--- config.mk ---
export PLATFORM = sky130hd
export DESIGN_NAME = disc_regblk
export DESIGN_NICKNAME = d
export VERILOG_FILES = /design/src/rtl/disc_regblk_pkg.sv /design/src/rtl/disc_flag_pair.sv /design/src/rtl/disc_xfer_ctrl.sv /design/src/rtl/disc_regblk.sv
export SDC_FILE = /design/constraint.sdc
export NUM_CORES = 1
export LEC_CHECK = 0
export BUFFER_PORTS_ARGS = -buffer_cell sky130_fd_sc_hd__buf_4
export CORE_MARGIN = 2
export CORE_UTILIZATION = 45
export CTS_CLUSTER_SIZE = 12
export DETAILED_ROUTE_END_ITERATION = 8
export HOLD_SLACK_MARGIN = 0.08
export PLACE_DENSITY = 0.68
export SLEW_MARGIN = 40
export SYNTH_ARGS = -nofsm -noshare
export SYNTH_HDL_FRONTEND = slang
export SYNTH_SLANG_ARGS = --single-unit
--- constraint.sdc ---
create_clock -name clk -period 6.2 [get_ports clk]
set_input_delay 0.31 -clock clk [delete_from_list [all_inputs] [get_ports clk]]
set_output_delay 0.31 -clock clk [all_outputs]
set_load 0.02 [all_outputs]
--- src/rtl/disc_regblk_pkg.sv ---
package disc_regblk_pkg;
  localparam int unsigned DATA_W = 32;
  localparam int unsigned OFS_W  = 8;

  localparam logic [OFS_W-1:0] OFS_STATUS = 8'h00;
  localparam logic [OFS_W-1:0] OFS_COVER  = 8'h04;
  localparam logic [OFS_W-1:0] OFS_CMD0   = 8'h08;
  localparam logic [OFS_W-1:0] OFS_CMD1   = 8'h0C;
  localparam logic [OFS_W-1:0] OFS_CMD2   = 8'h10;
  localparam logic [OFS_W-1:0] OFS_DADDR  = 8'h14;
  localparam logic [OFS_W-1:0] OFS_DLEN   = 8'h18;
  localparam logic [OFS_W-1:0] OFS_CTRL   = 8'h1C;
  localparam logic [OFS_W-1:0] OFS_IMM    = 8'h20;
  localparam logic [OFS_W-1:0] OFS_CFG    = 8'h24;

  localparam int unsigned NUM_SRC = 4;
  typedef enum logic [1:0] {
    SRC_ERR = 2'd0,
    SRC_TC  = 2'd1,
    SRC_BRK = 2'd2,
    SRC_COV = 2'd3
  } src_e;

  localparam int unsigned ST_MASK_LSB = 4;
  localparam int unsigned ST_BRKREQ   = 8;
  localparam int unsigned CTL_W       = 3;
endpackage

--- src/rtl/disc_flag_pair.sv ---
module disc_flag_pair (
  input  logic clk,
  input  logic rst_n,
  input  logic set_i,
  input  logic w1c_i,
  input  logic mask_we,
  input  logic mask_d,
  output logic flag_o,
  output logic mask_o
);
  always_ff @(posedge clk) begin
    if (!rst_n) begin
      flag_o <= 1'b0;
      mask_o <= 1'b0;
    end else begin
      if (set_i)      flag_o <= 1'b1;
      else if (w1c_i) flag_o <= 1'b0;
      if (mask_we)    mask_o <= mask_d;
    end
  end

  assert_set_wins_R12: assert property (@(posedge clk) disable iff (!rst_n)
    set_i |=> flag_o);
  assert_w1c_clears_R2: assert property (@(posedge clk) disable iff (!rst_n)
    (w1c_i && !set_i) |=> !flag_o);
  assert_flag_sticky_R3: assert property (@(posedge clk) disable iff (!rst_n)
    (!w1c_i && !set_i && flag_o) |=> flag_o);
endmodule

--- src/rtl/disc_xfer_ctrl.sv ---
module disc_xfer_ctrl #(
  parameter int unsigned DW         = 32,
  parameter int unsigned ALIGN_BITS = 5,
  parameter int unsigned SPAN_BITS  = 26,
  parameter int unsigned CW         = 3
) (
  input  logic          clk,
  input  logic          rst_n,
  input  logic          wr_addr,
  input  logic          wr_len,
  input  logic          wr_ctl,
  input  logic [DW-1:0] wdata,
  input  logic          done_beat,
  output logic [DW-1:0] dma_addr,
  output logic [DW-1:0] dma_len,
  output logic [CW-1:0] ctl,
  output logic          tc_set,
  output logic          err_set
);
  localparam logic [DW-1:0] LOW_MASK  = DW'((64'd1 << ALIGN_BITS) - 64'd1);
  localparam logic [DW-1:0] SPAN_MASK = DW'((64'd1 << SPAN_BITS) - 64'd1);
  localparam logic [DW-1:0] ADDR_KEEP = SPAN_MASK & ~LOW_MASK;
  localparam logic [DW-1:0] STEP      = DW'(64'd1 << ALIGN_BITS);

  logic start, beat_ok, finish;
  assign start   = ctl[0];
  assign beat_ok = done_beat && start;
  assign finish  = beat_ok && (dma_len <= STEP);
  assign tc_set  = finish;
  assign err_set = done_beat && !start;

  always_ff @(posedge clk) begin
    if (!rst_n) begin
      dma_addr <= '0;
      dma_len  <= '0;
      ctl      <= '0;
    end else begin
      if (wr_addr) dma_addr <= wdata & ADDR_KEEP;
      if (wr_len)       dma_len <= wdata & ~LOW_MASK;
      else if (finish)  dma_len <= '0;
      else if (beat_ok) dma_len <= dma_len - STEP;
      if (wr_ctl)      ctl <= wdata[CW-1:0];
      else if (finish) ctl[0] <= 1'b0;
    end
  end

  assert_addr_range_R4: assert property (@(posedge clk) disable iff (!rst_n)
    (dma_addr & ~ADDR_KEEP) == '0);
  assert_len_aligned_R5: assert property (@(posedge clk) disable iff (!rst_n)
    (dma_len & LOW_MASK) == '0);
  assert_len_step_R7: assert property (@(posedge clk) disable iff (!rst_n)
    (beat_ok && !wr_len && dma_len > STEP) |=> dma_len == $past(dma_len) - STEP);
  assert_finish_stops_R7: assert property (@(posedge clk) disable iff (!rst_n)
    (finish && !wr_ctl && !wr_len) |=> (!ctl[0] && dma_len == '0));
  assert_idle_len_hold_R8: assert property (@(posedge clk) disable iff (!rst_n)
    (done_beat && !start && !wr_len) |=> $stable(dma_len));
endmodule

--- src/rtl/disc_regblk.sv ---
module disc_regblk
  import disc_regblk_pkg::*;
#(
  parameter logic [31:0] CFG_VALUE = 32'h0000_0001
) (
  input  logic        clk,
  input  logic        rst_n,
  input  logic        reg_wr_en,
  input  logic [7:0]  reg_addr,
  input  logic [31:0] reg_wdata,
  output logic [31:0] reg_rdata,
  input  logic        done_beat,
  input  logic        brk_ack,
  input  logic        cover_chg,
  output logic        xfer_busy,
  output logic        irq
);
  logic wr_st, wr_cov, wr_addr_r, wr_len_r, wr_ctl_r, wr_imm;
  logic [2:0] wr_cmd;
  assign wr_st     = reg_wr_en && reg_addr == OFS_STATUS;
  assign wr_cov    = reg_wr_en && reg_addr == OFS_COVER;
  assign wr_cmd[0] = reg_wr_en && reg_addr == OFS_CMD0;
  assign wr_cmd[1] = reg_wr_en && reg_addr == OFS_CMD1;
  assign wr_cmd[2] = reg_wr_en && reg_addr == OFS_CMD2;
  assign wr_addr_r = reg_wr_en && reg_addr == OFS_DADDR;
  assign wr_len_r  = reg_wr_en && reg_addr == OFS_DLEN;
  assign wr_ctl_r  = reg_wr_en && reg_addr == OFS_CTRL;
  assign wr_imm    = reg_wr_en && reg_addr == OFS_IMM;

  logic [DATA_W-1:0] dma_addr, dma_len;
  logic [CTL_W-1:0]  ctl;
  logic              tc_set, err_set;

  disc_xfer_ctrl #(.DW(DATA_W), .ALIGN_BITS(5), .SPAN_BITS(26), .CW(CTL_W)) xfer_i (
    .clk(clk), .rst_n(rst_n), .wr_addr(wr_addr_r), .wr_len(wr_len_r),
    .wr_ctl(wr_ctl_r), .wdata(reg_wdata), .done_beat(done_beat),
    .dma_addr(dma_addr), .dma_len(dma_len), .ctl(ctl),
    .tc_set(tc_set), .err_set(err_set)
  );
  assign xfer_busy = ctl[0];

  logic brk_req, brk_set;
  assign brk_set = brk_ack && brk_req;
  always_ff @(posedge clk) begin
    if (!rst_n)       brk_req <= 1'b0;
    else if (wr_st)   brk_req <= reg_wdata[ST_BRKREQ];
    else if (brk_set) brk_req <= 1'b0;
  end

  logic [NUM_SRC-1:0] set_v, w1c_v, mwe_v, md_v, flag_v, mask_v;
  assign set_v = {cover_chg, brk_set, tc_set, err_set};
  generate
    for (genvar g = 0; g < NUM_SRC; g++) begin : g_src
      if (g == int'(SRC_COV)) begin : g_cov
        assign w1c_v[g] = wr_cov && reg_wdata[0];
        assign mwe_v[g] = wr_cov;
        assign md_v[g]  = reg_wdata[1];
      end else begin : g_st
        assign w1c_v[g] = wr_st && reg_wdata[g];
        assign mwe_v[g] = wr_st;
        assign md_v[g]  = reg_wdata[ST_MASK_LSB+g];
      end
      disc_flag_pair pair_i (
        .clk(clk), .rst_n(rst_n), .set_i(set_v[g]), .w1c_i(w1c_v[g]),
        .mask_we(mwe_v[g]), .mask_d(md_v[g]),
        .flag_o(flag_v[g]), .mask_o(mask_v[g])
      );
    end
  endgenerate

  assign irq = |(flag_v & mask_v);

  logic [DATA_W-1:0] cmd_q [3];
  logic [DATA_W-1:0] imm_q;
  always_ff @(posedge clk) begin
    if (!rst_n) begin
      for (int i = 0; i < 3; i++) cmd_q[i] <= '0;
      imm_q <= '0;
    end else begin
      for (int i = 0; i < 3; i++) if (wr_cmd[i]) cmd_q[i] <= reg_wdata;
      if (wr_imm) imm_q <= reg_wdata;
    end
  end

  always_comb begin
    reg_rdata = '0;
    case (reg_addr)
      OFS_STATUS: begin
        reg_rdata[2:0] = flag_v[2:0];
        reg_rdata[ST_MASK_LSB +: 3] = mask_v[2:0];
        reg_rdata[ST_BRKREQ] = brk_req;
      end
      OFS_COVER: reg_rdata[1:0] = {mask_v[SRC_COV], flag_v[SRC_COV]};
      OFS_CMD0:  reg_rdata = cmd_q[0];
      OFS_CMD1:  reg_rdata = cmd_q[1];
      OFS_CMD2:  reg_rdata = cmd_q[2];
      OFS_DADDR: reg_rdata = dma_addr;
      OFS_DLEN:  reg_rdata = dma_len;
      OFS_CTRL:  reg_rdata[CTL_W-1:0] = ctl;
      OFS_IMM:   reg_rdata = imm_q;
      OFS_CFG:   reg_rdata = CFG_VALUE;
      default:   reg_rdata = '0;
    endcase
  end

  assert_irq_needs_flag_R10: assert property (@(posedge clk) disable iff (!rst_n)
    (flag_v == '0) |-> !irq);
  assert_brk_ack_idle_R9: assert property (@(posedge clk) disable iff (!rst_n)
    (brk_ack && !brk_req && !wr_st && !flag_v[SRC_BRK]) |=> !flag_v[SRC_BRK]);
  assert_brk_req_drop_R9: assert property (@(posedge clk) disable iff (!rst_n)
    (brk_ack && brk_req && !wr_st) |=> (!brk_req && flag_v[SRC_BRK]));
endmodule

==> results.md, run 1 <==
- The cell type with the highest aggregate area in the netlist is edfxtp_1.
- The register area share after synthesis is 0.5494.
- The stage delay of the slowest cell on the critical path is between 0.5 and 0.6 ns.
- The run finished with clean final reports.
- The number of primary I/O pins is 80.
- Dividing the detail-routed wire length by the instance count gives 19.15 µm.
- Across the run, the number of max-cap violations was 0.
- Clock-pin slew was measured on the worst setup and hold paths at roughly 0.07 ns.
- The CTS tree is yes.
- Along the worst path, the maximum fanout reaches 43.
- The total power consumption of the routed design is 2.585 mW.
- The worst-case vdd ir drop is 209.0 µV.
- The vertical extent of the die is 142.2 µm.
- The cell area that synthesis handed to floorplanning was 8599 µm².
- The placer congestion estimate is 0.7913.
- The worst setup path is launched from a primary input.
- The slowest stage of the critical path is the and2_1 cell.
- The filler cells instantiated in the layout total around 1.7k.
- For this run, the leading register cell type out of synthesis is edfxtp_1.
- Data on the critical path is required at its endpoint by 5.89 ns.
- The net count of the finished layout is 956.
- After the first detailed-routing iteration, the DRC count stood at ~600.
- The number of iterations in the first detailed-routing pass is 9.
- Entering global routing, the biggest net connects 86 pins.
- Measured in cells, the most critical reg-to-reg path has a length of 7.
- The post-detailed-placement half-perimeter wirelength is around 14000 µm.
- Adding up every negative setup slack in the final design gives 0 ns.
- Walking the worst path, the cells encountered are buf_4 > nor4_1 > and2_1 > buf_4 > a22oi_1 > o21ai_0 > buf_4.
- The detailed router placed about 6.8k vias in this run.
- Counting flops and latches in the post-synthesis netlist gives 188.
- The buffer count from post-CTS setup fixing is 0.
- The transition time at the pin with the least slew margin is 0.7565 ns.
- In the final layout, flip-flops and latches occupy ~4700 µm².
- The clock latency of the later-clocked register in the worst-skew pair is 0.44 ns.
- The clock tree synthesis step divided the H-tree into 4 levels.
- The critical path data arrival time is 2.45 ns.
- The remaining max-slew budget at the tightest pin is 0.4937.
- Setup repair after global routing left no endpoint under its margin.
- STA classifies the critical path endpoint as a primary output.
- Counting every instance in the synthesized netlist gives 868.
- The floorplan step defined a die boundary enclosing between 20000 and 25000 µm².
- The share of final-layout standard cells stronger than drive strength 1 is 0.1792.
- The Yosys step of the flow raised 0 warnings.
- Compared with the post-synthesis result, the final layout area differs by 15.03%.
- The DRC violation count after routing is 0.
- Counting distinct cell types in the post-synthesis netlist gives 60.
- The leakage power figure is 3.544 nW.
- The total area inside the core boundary comes to 18710 µm².
- After synthesis, the cell types taking the most area are edfxtp_1 (34%), dfxtp_1 (21%), nand2_1 (8.3%), a21oi_1 (5.1%), mux2i_1 (3.1%).
- Of the post-synthesis cell area, the dominant cell type holds 0.3352.
- The number of buffers on the longest clock path is 2.
- Static timing analysis puts the maximum clock frequency at 361.9 MHz.
- TritonCTS created 17 clock buffers.
- The time the worst path needs with I/O delays and setup is 2.763 ns.
- The global route total overflow is 0.
- For this design the ratio of total power to cell area is 261.4 nW/µm².
- The clock drives 188 sinks.
- The number of global-route vias before repair was between 6k and 7k.
- The antenna diode count is 0.
- The first-pass GRT wire length is between 30000 and 40000 µm.
- The number of hold violations in the final report came to 0.
- The most numerous cell type found on the critical path is buf_4.
- Dividing the final minimum period by the clock period gives 0.4457.
- The number of cell rows is 50.
- The count of flip-flops with a built-in enable after synthesis is 96.
- The hold path depth is 3.
- In the global route stage, overall resource usage came out at 0.2251.
- The number of failing setup endpoints in the final timing report is 0.
- The class of the most critical hold timing path is in2reg.
- The number of nets handed over by synthesis was 916.
- Ranked by instance count, the synthesized netlist is headed by nand2_1 (190), edfxtp_1 (96), dfxtp_1 (92).
- The effective utilization at floorplan is 0.4597.
- In the final layout, the multi-input gates occupy 3553 µm².
- The initial antenna violation count came to 0.
- Clock tree synthesis selected as its root buffer the cell clkbuf_16.
- The average vias per placed instance is between 5 and 6.
- The number of buffers added on ports is 79.
- The die width is 142.2 µm.
- The dominant cell by count in the synthesized netlist is nand2_1.
- The max-slew violation count is 0.
- The number of nets still failing antenna checks after routing is 0.
- The per-instance average area after synthesis is 9.907 µm².
- The type of the worst setup path is in2out.
- Summed over all layers, the routed wires come to 22120 µm.
- The worst clock skew is roughly 0.007 ns.
- The fraction of registers with async set or reset after synthesis is 0.
-- worst max-delay path: cells and delay by family --
kind | cells | cell delay [ns]
simple gates | 2 | 0.96
compound gates | 2 | 0.26
buf+inv | 3 | 0.90
-- power by group --
part           internal (mW)  switching (mW)
combinational         0.0429          0.0728
clock                  0.647           0.474
sequential              1.34          0.0111
total                   2.03           0.558
-- path summary, 6_finish.rpt --
| path | endpoint | start | slack [ns] |
|---|---|---|---|
| max reg2reg | xfer_i.dma_len[31]$_SDFFE_PN0P_ | xfer_i.dma_len[5]$_SDFFE_PN0P_ | 3.78 |
| min reg2reg | xfer_i.dma_addr[13]$_SDFFE_PN0P_ | xfer_i.dma_addr[13]$_SDFFE_PN0P_ | 0.45 |
| max | reg_rdata[3] | reg_addr[2] | 3.44 |
| min | imm_q[3]$_SDFFE_PN0P_ | reg_wdata[3] | 0.13 |
-- metal layers --
metal  global-route usage  part of all wire
met1               0.3014              0.44
met2               0.3702              0.49
met3              0.04038             0.055
met4              0.07632             0.016
met5                    0                 0
-- logic make-up after synthesis --
kind of cell    share of synthesized area
mux                               0.04059
compound gates                     0.1570
xor+xnor                         0.008147
buf+inv                           0.04074
simple gates                       0.2012
fa+ha+maj                        0.002909
flops                              0.5494
-- timing repair --
action | in CTS | in global routing
hold buffers | 1 | 0
hold endpoints to repair | 1 | 0
resized for setup | 0 | 0
-- layout make-up --
type / instances / area share
clock buffers: 19 / 0.04478
well taps: 234 / 0.02960
repair buffers: 92 / 0.07045
multi-input cells: 604 / 0.3592
inverters: 5 / 0.001897
flip-flops and latches: 188 / 0.4776
clock inverters: 13 / 0.01644
-- metrics by stage --
stage	hold WS, ns	cells	util	instance area, µm²	setup WS, ns
finish	0.1289	1155	0.5288	9892	3.437
global route	0.1252	1155	0.5288	9892	3.312
CTS	0.1116	1155	0.5285	9886	3.446
detailed placement	0.4427	1122	0.4956	9270	3.005
global placement	0.4394	1122	0.4951	9261	2.866
floorplan	0.4274	868	-	8600	2.344
-- registers in the layout (all words and copies together), names as in the netlist --
register	flops
xfer_i.ctl	3
g_src.pair_i.flag_o	4
imm_q	32
g_src.pair_i.mask_o	4
cmd_q	96
brk_req	1
xfer_i.dma_len	27
xfer_i.dma_addr	21
-- layout by cell type (no fill, tap or decap), types with 25 or more instances in the layout --
cell type    n
nor2_1      38
buf_4       90
a222oi_1    25
nand2_1    187
nand3_1     46
a21oi_1     87
and2_1      34
mux2i_1     27
dfxtp_1     92
edfxtp_1    96
Note: power is estimated with default switching activity, not from simulation.
==> inputs of run 2 (changes only) <==
--- a/config.mk
+++ b/config.mk
@@ -5,6 +5,7 @@
 export SDC_FILE = /design/constraint.sdc
 export NUM_CORES = 1
 export LEC_CHECK = 0
+export ABC_AREA = 1
 export BUFFER_PORTS_ARGS = -buffer_cell sky130_fd_sc_hd__buf_4
 export CORE_MARGIN = 2
 export CORE_UTILIZATION = 45
==> constraint.sdc (replaced) <==
create_clock -name clk -period 2.8 [get_ports clk]
set_input_delay 0.14 -clock clk [delete_from_list [all_inputs] [get_ports clk]]
set_output_delay 0.14 -clock clk [all_outputs]
set_load 0.02 [all_outputs]
==> run 2 against run 1 <==
  * Clock skew rose by 0.0078 ns
  * Critical path type unchanged
  * Largest power group unchanged
  * Critical endpoint is now reg_rdata[21]
  * Sequential cell count did not move
  * Die area rose by 0.39%
==> results.md, run 2 <==
- For this design the total switching power over the nets is 1.310 mW.
- The antenna diode count is 0.
- The number of flip-flops and latches in the synthesized netlist is 188.
- The number of setup buffers added after CTS is 0.
- The internal power is roughly 4.4 mW.
- The share of the clock period used by the worst path after layout is 0.7704.
- Yosys printed 0 warnings.
- The type of element capturing the critical path is a primary output.
- TritonCTS created 17 clock buffers.
- The library cells used most frequently in the layout, excluding fill and tap cells, are nand2_1 (182), inv_1 (144), a21oi_1 (111).
- For this run, the total global-route usage over all layers was measured as 0.2306.
- By area the synthesized netlist is led by edfxtp_1 (33%), dfxtp_1 (21%), nand2_1 (7.9%), a21oi_1 (6.4%), inv_1 (6.3%).
- The number of H-tree levels is 4.
- In this run the critical register-to-register path is launched from xfer_i.dma_len[5]$_SDFFE_PN0P_.
- The CTS tree is yes.
- The reg-to-reg setup timing slack is 0.75 ns.
- The area inside the core boundary is 18770 µm².
- The number of global-route vias before repair is roughly 7.0k.
- The initial antenna violation count is 0.
- The area of the multi-input gates is between 3000 and 4000 µm².
- The net count after synthesis is 1075.
- The register share of total power is 0.519.
- After the last flow step, the layout net total stands at approximately 1.2k.
- Relative to the synthesized area, the layout overhead comes to 21.33%.
- The first detailed-routing pass ran for 5 iterations.
- The number of resized instances in the post-cts repair step is 0.
- The flow ran to the end, and the final reports show no timing, DRC or antenna violations.
- The placement-stage cell area is 9488 µm².
- The dominant cell by count in the synthesized netlist is nand2_1.
- The count of flip-flops with a built-in enable after synthesis is 96.
- For this run, asynchronously set or reset flops after synthesis account for 0.
- Summing over every cut layer, the via total after detailed routing is 7444.
- The share of total power dissipated in combinational logic is 0.048.
- Summing all non-filler instances in the final layout gives an area of 10480 µm².
- For the pin with the worst max-slew slack, the measured transition is 0.8459 ns.
- The congestion estimate from routability-driven global placement came to 0.9370.
- Of the total power, the clock network draws 0.434.
- In the routed layout, each cell is associated on average with a via count of between 5 and 6.
- Across the routed clock network, the largest skew measured is 0.01501 ns.
- Counting instances in the post-synthesis netlist gives the leading cell types as nand2_1 (182), inv_1 (144), a21oi_1 (111).
- Dividing the detail-routed wire length by the instance count gives 16.48 µm.
- 80 I/O pins were placed.
- The TritonCTS sink count is roughly 190.
- The largest registers in the layout are cmd_q (96), imm_q (32), xfer_i.dma_len (27).
- The first global-routing pass estimated 36280 µm of wire.
- During placement, the flow inserted port buffers numbering 79.
- The synthesized netlist occupies a cell area of about 8600 µm².
- The tightest min-delay check is of the in2reg type.
- The library cell used most frequently in the layout, excluding fill and tap cells, is nand2_1.
- For this run, design rule violations remaining after detail routing come to 0.
- Setup repair after global routing left no endpoint under its margin.
- The type of the worst setup path is in2out.
- More flip-flops sit in one register than any other, and that register is cmd_q.
- From bottom edge to top edge, the die measures around 140 µm.
- Measured against its own limit, the worst slew margin works out to 0.4354.
- Yosys mapped the design onto 33 distinct sky130hd cell types.
- The effective utilization at floorplan is 0.4601.
- The hold path startpoint is reg_wr_en.
- In this run, the number of DRC markers left after iteration 0 of detailed routing was 554.
- The critical path data arrival time is slightly above 2 ns.
- The share of final-layout standard cells stronger than drive strength 1 is 0.1277.
- For this run the aggregate overflow at the end of global routing stands at 0.
- After legalization and detailed placement, the total HPWL measured about 15000 µm.
- The number of cell rows is 50.
- The largest total area in the synthesized netlist belongs to edfxtp_1.
- The max-slew violation count is 0.
- Among all flip-flop cells after synthesis, the most frequent one is edfxtp_1.
- VDD sags by at most 410.6 µV.
- The total power consumption of the routed design is roughly 5.7 mW.
- In this run the mean area of a mapped cell was 8.408 µm².
- Across the whole layout, storage elements account for 4725 µm².
- The sum of routed wire length over all layers is 22700 µm.
- The total negative slack for setup checks is 0 ns.
- The worst endpoint required time is about 2.7 ns.
- The power density of the placed cells is 548.9 nW/µm².
- In this run the deepest clock path goes through 2 buffers.
- In this run the clock root is driven by a clkbuf_16.
- The die covers 20310 µm².
- The time the worst path needs with I/O delays and setup is 2.157 ns.
- Of the synthesized area, sequential elements account for 0.5472.
- Entering global routing, the biggest net connects 66 pins.
- The die width is about 140 µm.
- Of all nets on the critical path, the largest fanout is 14.
- The number of failing setup endpoints in the final timing report is 0.
- The clock latency of the later-clocked register in the worst-skew pair is 0.45 ns.
- The flip-flop count of the largest register, all copies and words added is 96.
- Counting every instance in the synthesized netlist gives between 1k and 1.5k.
- After filler insertion, the fill cell instance count of the layout stands at 1712.
- The number of hold violations in the final report is 0.
- The area fraction of the dominant cell type after synthesis is 0.3339.
- Max-cap violations in this run came to 0.
- The number of nets still failing antenna checks after routing is 0.
- The leakage power figure is 4.229 nW.
- For this run, the top clock speed supported by timing is 463.6 MHz.
- At the end of the flow the core is filled with cells to 0.5582.
- The critical path startpoint is reg_addr[3].
- The startpoint class of the critical path is a primary input.
- The switching part of the total is 0.2278.
- The worst hold margin is roughly 0.16 ns.
- The clock input transition at the sequential cells of the worst setup and hold paths is 0.07 ns.
## run 2: changes by cell type after synthesis, moves of 22 or more
| cell | delta |
|---|---|
| a21oi_1 | +24 |
| a222oi_1 | -25 |
| a31oi_1 | -23 |
| and2_1 | -35 |
| clkbuf_1 | -22 |
| inv_1 | +139 |
| mux2i_1 | -27 |
| nand4_1 | +44 |
| nor2_1 | +58 |
| o21ai_0 | +62 |
| o22ai_1 | +44 |
## run 2: cell type report
class,instances,share of cell area
Timing Repair Buffer,134,0.1061
Tap cell,234,0.02795
Sequential cell,188,0.4510
Clock inverter,12,0.01338
Multi-Input combinational cell,640,0.3026
Clock buffer,20,0.04562
Inverter,149,0.05339
## run 2: layer usage
metal	GRT usage	part of all wire
met1	0.3181	0.46
met3	0.04576	0.059
met5	0	0
met2	0.3674	0.47
met4	0.07295	0.016
## run 2: kinds of logic after synthesis
logic type / count (synthesis) / synth area share
flip-flops: 188 / 0.5472
adder cells (fa/ha/maj): 2 / 0.002898
AND/OR/NAND/NOR: 372 / 0.1863
AO/OA/AOI/OAI: 251 / 0.1582
XOR/XNOR: 15 / 0.01522
buffers and inverters: 199 / 0.09013
## run 2: worst max-delay path: stages
cell	delay, ns
buf_4	0.12
nand3_1	0.13
nor2_2	0.07
nand2_1	0.13
clkinv_1	0.52
buf_4	0.43
a21oi_1	0.20
nand4_1	0.10
buf_4	0.17
## run 2: path summary, 6_finish.rpt
check,endpoint,cells past startpoint
setup / recovery,reg_rdata[21],9
hold / removal,xfer_i.ctl[0]$_SDFFE_PN0P_,3
setup reg to reg,xfer_i.dma_len[31]$_SDFFE_PN0P_,10
hold reg to reg,xfer_i.dma_addr[11]$_SDFFE_PN0P_,2
## run 2: power groups by stage
stage	combinational [mW]	sequential, mW	clock, mW
floorplan	0.112	3.04	0
global placement	0.232	3.04	0
detailed placement	0.232	3.04	0
CTS	0.273	2.98	2.52
global route	0.298	2.99	2.63
finish	0.273	2.98	2.49
## run 2: repair_timing
item | CTS | global route
hold buffers | 37 | 0
endpoints found under the setup margin | 0 | 0
endpoints found under the hold margin | 65 | 0
## run 2: per-stage QoR
step,worst slack [ns],cells
floorplan,0.2386,1027
global placement,0.6162,1308
detailed placement,0.6321,1308
CTS,0.6135,1377
global route,0.5044,1377
finish,0.6428,1377
==> inputs of run 3 (changes only) <==
==> constraint.sdc (replaced) <==
create_clock -name clk -period 2 [get_ports clk]
set_input_delay 0.1 -clock clk [delete_from_list [all_inputs] [get_ports clk]]
set_output_delay 0.1 -clock clk [all_outputs]
set_load 0.02 [all_outputs]
==> run 3 against run 2 <==
  * Core utilization increased by 1.7 points
  * Sequential cell count unchanged
  * Final area increased by 3.0%
  * Die area unchanged
  * Cell count increased by 2.0%
  * Worst setup slack got worse by 0.49 ns
  * Critical path depth increased by 3
  * Sequential power increased by 40%
  * Via count increased by 1.6%
  * Critical path type unchanged
  * Largest cell class unchanged
==> results.md, run 3 (synthesis results as in run 2) <==
- The initialized floorplan defines 50 standard-cell rows.
- Setup repair after global routing left no endpoint under its margin.
- Data on the critical path is required at its endpoint by 1.90 ns.
- Overall power consumption after layout is estimated at a little over 8 mW.
- In the final layout, the multi-input gates occupy 3188 µm².
- The buffer count from post-CTS setup fixing is 0.
- The max-slew violation count is 0.
- Once placement finished, the instance area stood at 9771 µm².
- The startpoint class of the critical path is a primary input.
- The worst-case vdd ir drop is 636.6 µV.
- The number of buffers inserted during clock tree synthesis is 17.
- The worst setup margin is 0.1533 ns.
- Of the cells placed in the final design, the portion with a size suffix greater than 1 is 0.1503.
- The number of buffers on the longest clock path is 2.
- The layout has about 1.7k filler cells.
- The worst path in the final design needs a cycle of 1.847 ns, including I/O delays and setup.
- After detailed routing, the total wire length is approximately 24000 µm.
- The worst clock skew is ~0.013 ns.
- After the first detailed-routing iteration, the DRC count stood at 649.
- The CTS tree is yes.
- Counting every sink on the clock net gives about 190.
- The total global-route track usage is 0.2448.
- The class of the most critical hold timing path is in2reg.
- The leakage power figure is 4.389 nW.
- The number of buffers added on ports is between 70 and 80.
- The number of hold violations in the final report is 0.
- Measured along the x axis, the die boundary spans 142.5 µm.
- The clock tree synthesis step divided the H-tree into 4 levels.
- Setup violations remaining at the end of the flow were counted as 0.
- The repair_antennas step left the layout with diodes totalling 0.
- The number of global-route vias before repair came to 7379.
- The max-capacitance violation count is 0.
- The pin count of the biggest net entering global routing is 54.
- The average vias per placed instance is 5.384.
- The congestion estimate from routability-driven global placement came to 0.9253.
- For the worst-skew pair, the clock arrives at the later sink with an insertion delay of 0.45 ns.
- Of the available clock period, the critical path in the final layout requires 0.9233.
- Before antenna repair, the detailed router went through 5 iterations.
- The number of primary I/O pins is 80.
- The initial antenna violation count was 0.
- In the final layout, flip-flops and latches occupy roughly 4700 µm².
- The maximum achievable frequency is about 540 MHz.
- The hold path depth is 3.
- The library cells used most frequently in the layout, excluding fill and tap cells, are nand2_1 (181), inv_1 (144), buf_4 (117).
- The flip-flop count of the largest register, all copies and words added is 96.
- The library cell used most frequently in the layout, excluding fill and tap cells, is nand2_1.
- Dividing the detail-routed wire length by the instance count gives 17.11 µm.
- In this run the standard cell core region covers approximately 19000 µm².
- The flow ran to the end, and the final reports show no timing, DRC or antenna violations.
- The setup slack after placement is 0.07913 ns.
- The detailed router placed 7564 vias in this run.
- The global route total overflow is 0.
- The final design utilization is 0.5752.
- The maximum fanout along the worst path is 12.
- Relative to the synthesized area, the layout overhead comes to 25.03%.
- The cell chosen for the clock root is clkbuf_16.
- The vertical extent of the die is 142.5 µm.
- The finished cells cover approximately 11000 µm².
- For the final routed database, the setup TNS stands at 0 ns.
- Headroom to the max-slew limit came out at 0.5775.
- The number of nets still failing antenna checks after routing is 0.
- The power density of the placed cells is between 700 and 800 nW/µm².
- The worst setup path is captured at a primary output.
- The number of cells on the worst reg-to-reg path is 10.
- The top register by number of flip-flops is cmd_q.
- For this configuration, the core starts out at a cell density of 0.4601.
- The HPWL after detailed placement is approximately 16000 µm.
- The DRC violation count after routing is 0.
- The die covers between 20000 and 25000 µm².
- The clock input transition at the sequential cells of the worst setup and hold paths is 0.08 ns.
- The critical path data arrival time is around 1.8 ns.
- The first global-routing pass estimated 38430 µm of wire.
- The largest registers in the layout are cmd_q (96), imm_q (32), xfer_i.dma_len (27).
- The transition time at the pin with the least slew margin is 0.6322 ns.
- The reg-to-reg setup timing slack is 0.16 ns.
- The final layout contains ~1.2k nets.
- The critical path is of the in2out type.
-- run 3: cell count changes in the layout (fill, tap and decap cells not counted), moves of 2 or more --
| cell | change |
|---|---|
| buf_4 | +21 |
| clkbuf_8 | -2 |
| clkinv_8 | +7 |
| inv_6 | -2 |
| nor2_4 | +2 |
| buf_12 | +6 |
-- run 3: through the flow --
step / std cells / hold slack [ns]
final: 1405 / 0.1092
after global routing: 1405 / 0.1440
after global placement: 1335 / 0.3140
after CTS: 1405 / 0.1129
after floorplan: 1027 / 0.2174
after detailed placement: 1335 / 0.3242
-- run 3: repair_timing --
item / CTS / global route
hold endpoints to repair: 82 / 0
pin swaps: 0 / 0
hold buffers: 38 / 0
endpoints found under the setup margin: 1 / 1
gates cloned: 0 / 0
gates resized for setup: 1 / 3
-- run 3: critical path, cell delays in order --
cell	delay [ns]
buf_4	0.11
inv_1	0.05
nand2_2	0.09
nor3_1	0.34
nand2_1	0.20
inv_1	0.15
buf_4	0.23
nand2_1	0.07
o21ai_0	0.07
a21oi_1	0.06
o2111ai_1	0.09
buf_4	0.18
-- run 3: final cells by class --
cell class                 count  area share
multi-input combinational    640      0.2953
timing repair buffer         162      0.1296
sequential                   188      0.4376
clock inverter                15     0.01912
tap                          234     0.02712
inverter                     149     0.05181
clock buffer                  17     0.03941
-- run 3: power breakdown --
part | switching, mW | internal (mW) | total [mW]
Sequential | 0.0290 | 4.14 | 4.17
Clock | 1.75 | 1.73 | 3.47
Combinational | 0.236 | 0.168 | 0.404
-- run 3: layer usage --
layer  track usage  vias up  wire length [µm]
met2        0.4059      198             11510
met3       0.03769       35              1067
li1              -     3747                 -
met5             0        -                 0
met4       0.08963        0               498
met1        0.3258     3584             10970
-- run 3: path summary, 6_finish.rpt --
check	from	to
setup / recovery	reg_addr[6]	reg_rdata[2]
hold / removal	rst_n	xfer_i.ctl[0]$_SDFFE_PN0P_
setup reg to reg	xfer_i.dma_len[6]$_SDFFE_PN0P_	xfer_i.dma_len[31]$_SDFFE_PN0P_
hold reg to reg	xfer_i.dma_addr[19]$_SDFFE_PN0P_	xfer_i.dma_addr[19]$_SDFFE_PN0P_
